File: src/rtl/dac_if_pkg.sv
package dac_if_pkg;

    localparam int CODE_W  = 14;
    localparam int PAD_W   = 2;
    localparam int FIELD_W = 4;
    localparam int FRAME_W = 2 * FIELD_W + CODE_W + PAD_W;
    localparam int NUM_CH  = 2;

    typedef enum logic [FIELD_W-1:0] {
        CMD_STAGE    = 4'h0,
        CMD_COMMIT   = 4'h1,
        CMD_STAGE_GO = 4'h3,
        CMD_IDLE     = 4'hF
    } cmd_e;

    typedef enum logic [FIELD_W-1:0] {
        SEL_A    = 4'h0,
        SEL_B    = 4'h1,
        SEL_BOTH = 4'hF
    } sel_e;

    typedef struct packed {
        logic [FIELD_W-1:0] cmd;
        logic [FIELD_W-1:0] sel;
        logic [CODE_W-1:0]  code;
        logic [PAD_W-1:0]   pad;
    } frame_t;

    typedef struct packed {
        logic stage;
        logic commit;
    } action_t;

    function automatic action_t cmd_action(input logic [FIELD_W-1:0] c);
        action_t a;
        a = '0;
        case (c)
            CMD_STAGE:    a.stage  = 1'b1;
            CMD_COMMIT:   a.commit = 1'b1;
            CMD_STAGE_GO: begin a.stage = 1'b1; a.commit = 1'b1; end
            default:      a = '0;
        endcase
        return a;
    endfunction

    function automatic logic [NUM_CH-1:0] sel_mask(input logic [FIELD_W-1:0] s);
        logic [NUM_CH-1:0] m;
        case (s)
            SEL_A:    m = 2'b01;
            SEL_B:    m = 2'b10;
            SEL_BOTH: m = 2'b11;
            default:  m = 2'b00;
        endcase
        return m;
    endfunction

endpackage

File: src/rtl/dac_sync.sv
module dac_sync #(
    parameter int          W       = 1,
    parameter int          STAGES  = 2,
    parameter logic [W-1:0] RST_VAL = '0
) (
    input  logic         clk,
    input  logic         rst,
    input  logic [W-1:0] d,
    output logic [W-1:0] q
);
    logic [W-1:0] chain [STAGES];

    always_ff @(posedge clk) begin
        if (rst) begin
            for (int i = 0; i < STAGES; i++) chain[i] <= RST_VAL;
        end else begin
            chain[0] <= d;
            for (int i = 1; i < STAGES; i++) chain[i] <= chain[i-1];
        end
    end

    assign q = chain[STAGES-1];
endmodule

File: src/rtl/dac_shift.sv
module dac_shift #(
    parameter int FRAME_W = 24
) (
    input  logic               clk,
    input  logic               rst,
    input  logic               shift_en,
    input  logic               din,
    output logic [FRAME_W-1:0] sreg
);
    always_ff @(posedge clk) begin
        if (rst)           sreg <= '0;
        else if (shift_en) sreg <= {sreg[FRAME_W-2:0], din};
    end
endmodule

File: src/rtl/dac_chan.sv
module dac_chan #(
    parameter int CODE_W = 14
) (
    input  logic              clk,
    input  logic              rst,
    input  logic              clr,
    input  logic              stage,
    input  logic              commit,
    input  logic [CODE_W-1:0] new_code,
    output logic [CODE_W-1:0] code
);
    logic [CODE_W-1:0] staged;

    always_ff @(posedge clk) begin
        if (rst)        staged <= '0;
        else if (stage) staged <= new_code;
    end

    always_ff @(posedge clk or posedge clr) begin
        if (clr)         code <= '0;
        else if (rst)    code <= '0;
        else if (commit) code <= stage ? new_code : staged;
    end
endmodule

File: src/rtl/dual_dac_serial_if.sv
module dual_dac_serial_if
    import dac_if_pkg::*;
(
    input  logic              clk,
    input  logic              rst,
    input  logic              ser_clk,
    input  logic              ser_data,
    input  logic              load_n,
    input  logic              dac_clear,
    output logic              ser_out,
    output logic [CODE_W-1:0] code_a,
    output logic [CODE_W-1:0] code_b
);
    localparam logic [2:0] SYNC_RST = 3'b100;

    logic [2:0]         pins_s;
    logic               sck_s, sdi_s, cs_s;
    logic               sck_d, cs_d;
    logic               shift_en;
    logic               strobe;
    logic [FRAME_W-1:0] sreg;
    frame_t             frm;
    action_t            act;
    logic [NUM_CH-1:0]  mask;
    logic [CODE_W-1:0]  codes [NUM_CH];

    dac_sync #(.W(3), .STAGES(2), .RST_VAL(SYNC_RST)) u_sync (
        .clk (clk),
        .rst (rst),
        .d   ({load_n, ser_data, ser_clk}),
        .q   (pins_s)
    );

    assign {cs_s, sdi_s, sck_s} = pins_s;

    always_ff @(posedge clk) begin
        if (rst) begin
            sck_d  <= 1'b0;
            cs_d   <= 1'b1;
            strobe <= 1'b0;
        end else begin
            sck_d  <= sck_s;
            cs_d   <= cs_s;
            strobe <= cs_s & ~cs_d;
        end
    end

    assign shift_en = sck_s & ~sck_d & ~cs_s;

    dac_shift #(.FRAME_W(FRAME_W)) u_shift (
        .clk      (clk),
        .rst      (rst),
        .shift_en (shift_en),
        .din      (sdi_s),
        .sreg     (sreg)
    );

    assign ser_out = sreg[FRAME_W-1];
    assign frm     = frame_t'(sreg);
    assign act     = cmd_action(frm.cmd);
    assign mask    = sel_mask(frm.sel);

    for (genvar ch = 0; ch < NUM_CH; ch++) begin : g_ch
        dac_chan #(.CODE_W(CODE_W)) u_chan (
            .clk      (clk),
            .rst      (rst),
            .clr      (dac_clear),
            .stage    (strobe & act.stage  & mask[ch]),
            .commit   (strobe & act.commit & mask[ch]),
            .new_code (frm.code),
            .code     (codes[ch])
        );
    end

    assign code_a = codes[0];
    assign code_b = codes[1];
endmodule

File: config.mk
export PLATFORM = sky130hd
export DESIGN_NAME = dual_dac_serial_if
export DESIGN_NICKNAME = d
export VERILOG_FILES = /design/src/rtl/dac_if_pkg.sv /design/src/rtl/dac_sync.sv /design/src/rtl/dac_shift.sv /design/src/rtl/dac_chan.sv /design/src/rtl/dual_dac_serial_if.sv
export SDC_FILE = /design/constraint.sdc
export NUM_CORES = 1
export LEC_CHECK = 0
export ABC_AREA = 1
export CAP_MARGIN = 25
export CORE_MARGIN = 4
export CORE_UTILIZATION = 50
export CTS_BUF_LIST = sky130_fd_sc_hd__clkbuf_4 sky130_fd_sc_hd__clkbuf_8
export CTS_CLUSTER_DIAMETER = 120
export DETAILED_ROUTE_END_ITERATION = 6
export HOLD_SLACK_MARGIN = 0.06
export PLACE_DENSITY = 0.76
export REMOVE_ABC_BUFFERS = 1
export SYNTH_ARGS = -nofsm -noshare
export SYNTH_HDL_FRONTEND = slang
export SYNTH_SLANG_ARGS = --single-unit
File: constraint.sdc
create_clock -name clk -period 1.35 [get_ports clk]
set_input_delay 0.135 -clock clk [delete_from_list [all_inputs] [get_ports clk]]
set_output_delay 0.135 -clock clk [all_outputs]
set_load 0.05 [all_outputs]
==> out/summary.txt <==
Final HPWL DP = 4.92 mm
clock insertion delay at the later pin of the skew report = 360 ps
cts hold-fix bufs = 0
global-route usage over all layers = 19.0%
total global routing overflow = 0
final critical-path share of the clock period = 95.9%
horizontal die dimension = 91.6 um
total wire length after detailed routing = 7.99 mm
chain of cells forming the critical path = inv_2 > nand3_4 > nor2_4 > buf_12 > buf_8 > nand3_1 > nand2_1 > nand3_1 > nand2_1
Die Outline Area = 8390 um2
starting density of the core = 51.5%
I/O Pins = 35
number of search-and-repair iterations in the first detailed-routing pass = 4
RSZ-0062 raised after global routing = yes
internal reg-to-reg setup slack = 60 ps
syn_area_per_cell = 8.13 um2
number of input and output port buffers inserted = 34
area grow syn2layout = 35.4%
number of buffer and inverter stages on the critical path = 3
count of endpoints failing setup in the final report = 0
number of fill cells = 487
cell area after technology mapping = 3500 um2
Slowest Stage Delay on Critical Path = 330 ps
cell row count = 30
maximum clock frequency = 0.773 GHz
Critical Path Source Type = flop
DRC violation total after the first TritonRoute iteration = 220
post-synthesis register bit count = 89
family with the most delay on the worst path = simple AND/OR/NAND/NOR gates
net switching fraction of the power = 23.5%
total of max-cap violations = 0
result of the run = finished, final reports clean
worst r2r src = u_shift.sreg[23]
# H-tree levels = 3
Placed Area = 4270 um2
register area share after synthesis = 55.0%
cell count after placement = 547
fin crit period = 1290 ps
vertical die dimension = 91.6 um
largest clock skew in the final design = 10.7 ps
worst endpoint data arrival time = 1600 ps
global-route wire length before repair = 13.1 mm
Tightest Hold Check Type = in2async
ant diodes = 0
depth of the most critical reg-to-reg path = 9
final RePlAce weighted congestion = 0.777
internal power contribution = 3.42 mW
CP Data Required Time = 1650 ps
number of antenna violations at the first check in global routing = 0
total power divided by cell area = 944 nW/um2
clock network fraction of design power = 36.1%
share of final-layout standard cells stronger than drive strength 1 = 24.3%
Max FO, Critical Path = 8
path type of the worst setup path = reg2reg
Seq pwr share = 59.3%
number of failing hold endpoints at the final stage = 0
Via Count = 3068
portion of total power attributed to combinational logic = 4.6%
type of destination of the critical path = flop
worst slew slack as a fraction of its limit = 75.8%
accumulated negative setup slack = 0 ps
terminus of the critical flop-to-flop path = g_ch[0].u_chan.code[10]
post-CTS clock slew at the launch and capture registers of the worst setup and hold paths = 90 ps
actual slew at the worst max-slew pin = 363 ps
placeable core region = 6790 um2
net switching power figure = 1.05 mW
net count reported at finish = 475
final cell count without fillers = 570
IR drop worst, VDD = 0.000823 V
largest net degree at the start of global routing = 44
Inserted Clock Buffers = 9
mean routed wirelength per cell = 14.0 um
deepest clock path buffer count = 2
sink count of the clock tree = 89
DR vias/cell = 5.38
via count of the first global-routing pass = 2888
cell count after synthesis = 430
clock tree from TritonCTS = done
master cell of the clock root buffer = clkbuf_8
Slowest-stage cell, CP = dfxtp_2
cell leakage power = 2.09 nW
Distinct cells, synth = 18
final instance area = 4730 um2
number of pins with negative max-slew slack in the final report = 0
count of warnings emitted by yosys = 0
post-route antenna net violation count = 0
DRC viols = 0
post-layout util = 69.7%
-- routing by layer --
metal | wire length, um | up-vias | global-route usage [%]
li1 | - | 1508 | -
met2 | 4240 | 88 | 33.7
met1 | 3210 | 1457 | 22.9
met4 | 154 | 0 | 5.65
met3 | 383 | 15 | 4.51
met5 | 0 | - | 0
-- synth_stat cells --
master	number	area (um2)
buf_6	3	33.8
o21ai_0	5	25.0
dfrtp_1	28	701
a21oi_1	52	260
nand2_4	2	22.5
clkbuf_1	12	45.0
inv_2	6	22.5
nor2_4	1	11.3
inv_1	9	33.8
buf_4	2	15.0
nand2_1	112	420
nor2_1	10	37.5
nand2_2	7	43.8
buf_2	13	65.1
dfxtp_1	61	1220
nand3_1	104	521
or2_2	2	12.5
nor3_1	1	5.00
-- logic make-up after synthesis --
| family | Yosys count | share of synthesized area, % |
|---|---|---|
| simple gates | 239 | 30.7 |
| flops | 89 | 55.0 |
| compound gates | 57 | 8.16 |
| buf+inv | 45 | 6.16 |
-- power groups by stage --
| stage | Combinational [mW] | Clock [mW] | Sequential, mW |
|---|---|---|---|
| 2_1_floorplan | 0.0777 | 0 | 2.71 |
| 3_3_place_gp | 0.173 | 0 | 2.71 |
| 3_5_place_dp | 0.180 | 0 | 2.71 |
| 4_1_cts | 0.189 | 1.64 | 2.65 |
| 5_1_grt | 0.227 | 1.75 | 2.65 |
| 6_report | 0.205 | 1.61 | 2.65 |
-- tightest hold or removal path: stages --
cell and delay, ps:
clkdlybuf4s50_1 400, inv_1 50, buf_4 330
-- registers in the layout, summed over array words and instances (netlist names) --
register,flops
cs_d,1
u_shift.sreg,24
sck_d,1
u_sync.chain,6
g_ch.u_chan.staged,28
g_ch.u_chan.code,28
strobe,1
-- worst max-delay path by stage --
stage	start	endpoint	slack, ps	cells after the start
floorplan	u_sync.chain[0][3]	u_shift.sreg[16]	-690	5
global placement	rst	g_ch[1].u_chan.code[2]	-20	5
finish	u_shift.sreg[23]	g_ch[0].u_chan.code[10]	60	9
CTS	u_shift.sreg[17]	g_ch[0].u_chan.code[1]	5	9
global route	u_shift.sreg[23]	g_ch[1].u_chan.code[7]	-20	9
detailed placement	rst	g_ch[0].u_chan.code[7]	-60	5
-- cells in the final DEF, fill, tap and decap left out, drive strengths merged --
cell and instances:
clkinvlp 3, nand3 104, inv 15, clkbuf 13, nand2 122, nor2 11, dfrtp 28, clkinv 2
o21ai 5, clkdlybuf4s50 5, nor3 1, or2 2, a21oi 52, buf 50, dfxtp 61
-- per-stage QoR --
stage / power [mW] / worst slack (ps) / hold WS, ps
after detailed placement: 2.89 / -64.8 / 387
final: 4.47 / 55.8 / 137
after CTS: 4.48 / 4.94 / 142
after global placement: 2.88 / -17.7 / 385
after floorplan: 2.79 / -688 / 200
after global routing: 4.63 / -18.3 / 179
-- what timing repair did --
item | in CTS | in global routing
pin swaps | 2 | 11
setup buffers | 2 | 2
endpoints found under the setup margin | 30 | 51
gates resized for setup | 8 | 42
cloned | 1 | 2
-- area by class of cell --
cell class              instances  area (um2)  area share, %
multi-input cells             297        1510           31.9
clock inverters                 5        32.5          0.687
well taps                      96         120           2.54
repair buffers                 57         945           20.0
clock buffers                  11         139           2.93
inverters                      15        56.3           1.19
flip-flops and latches         89        1930           40.8
No activity file was read; power rests on OpenSTA's default activity.
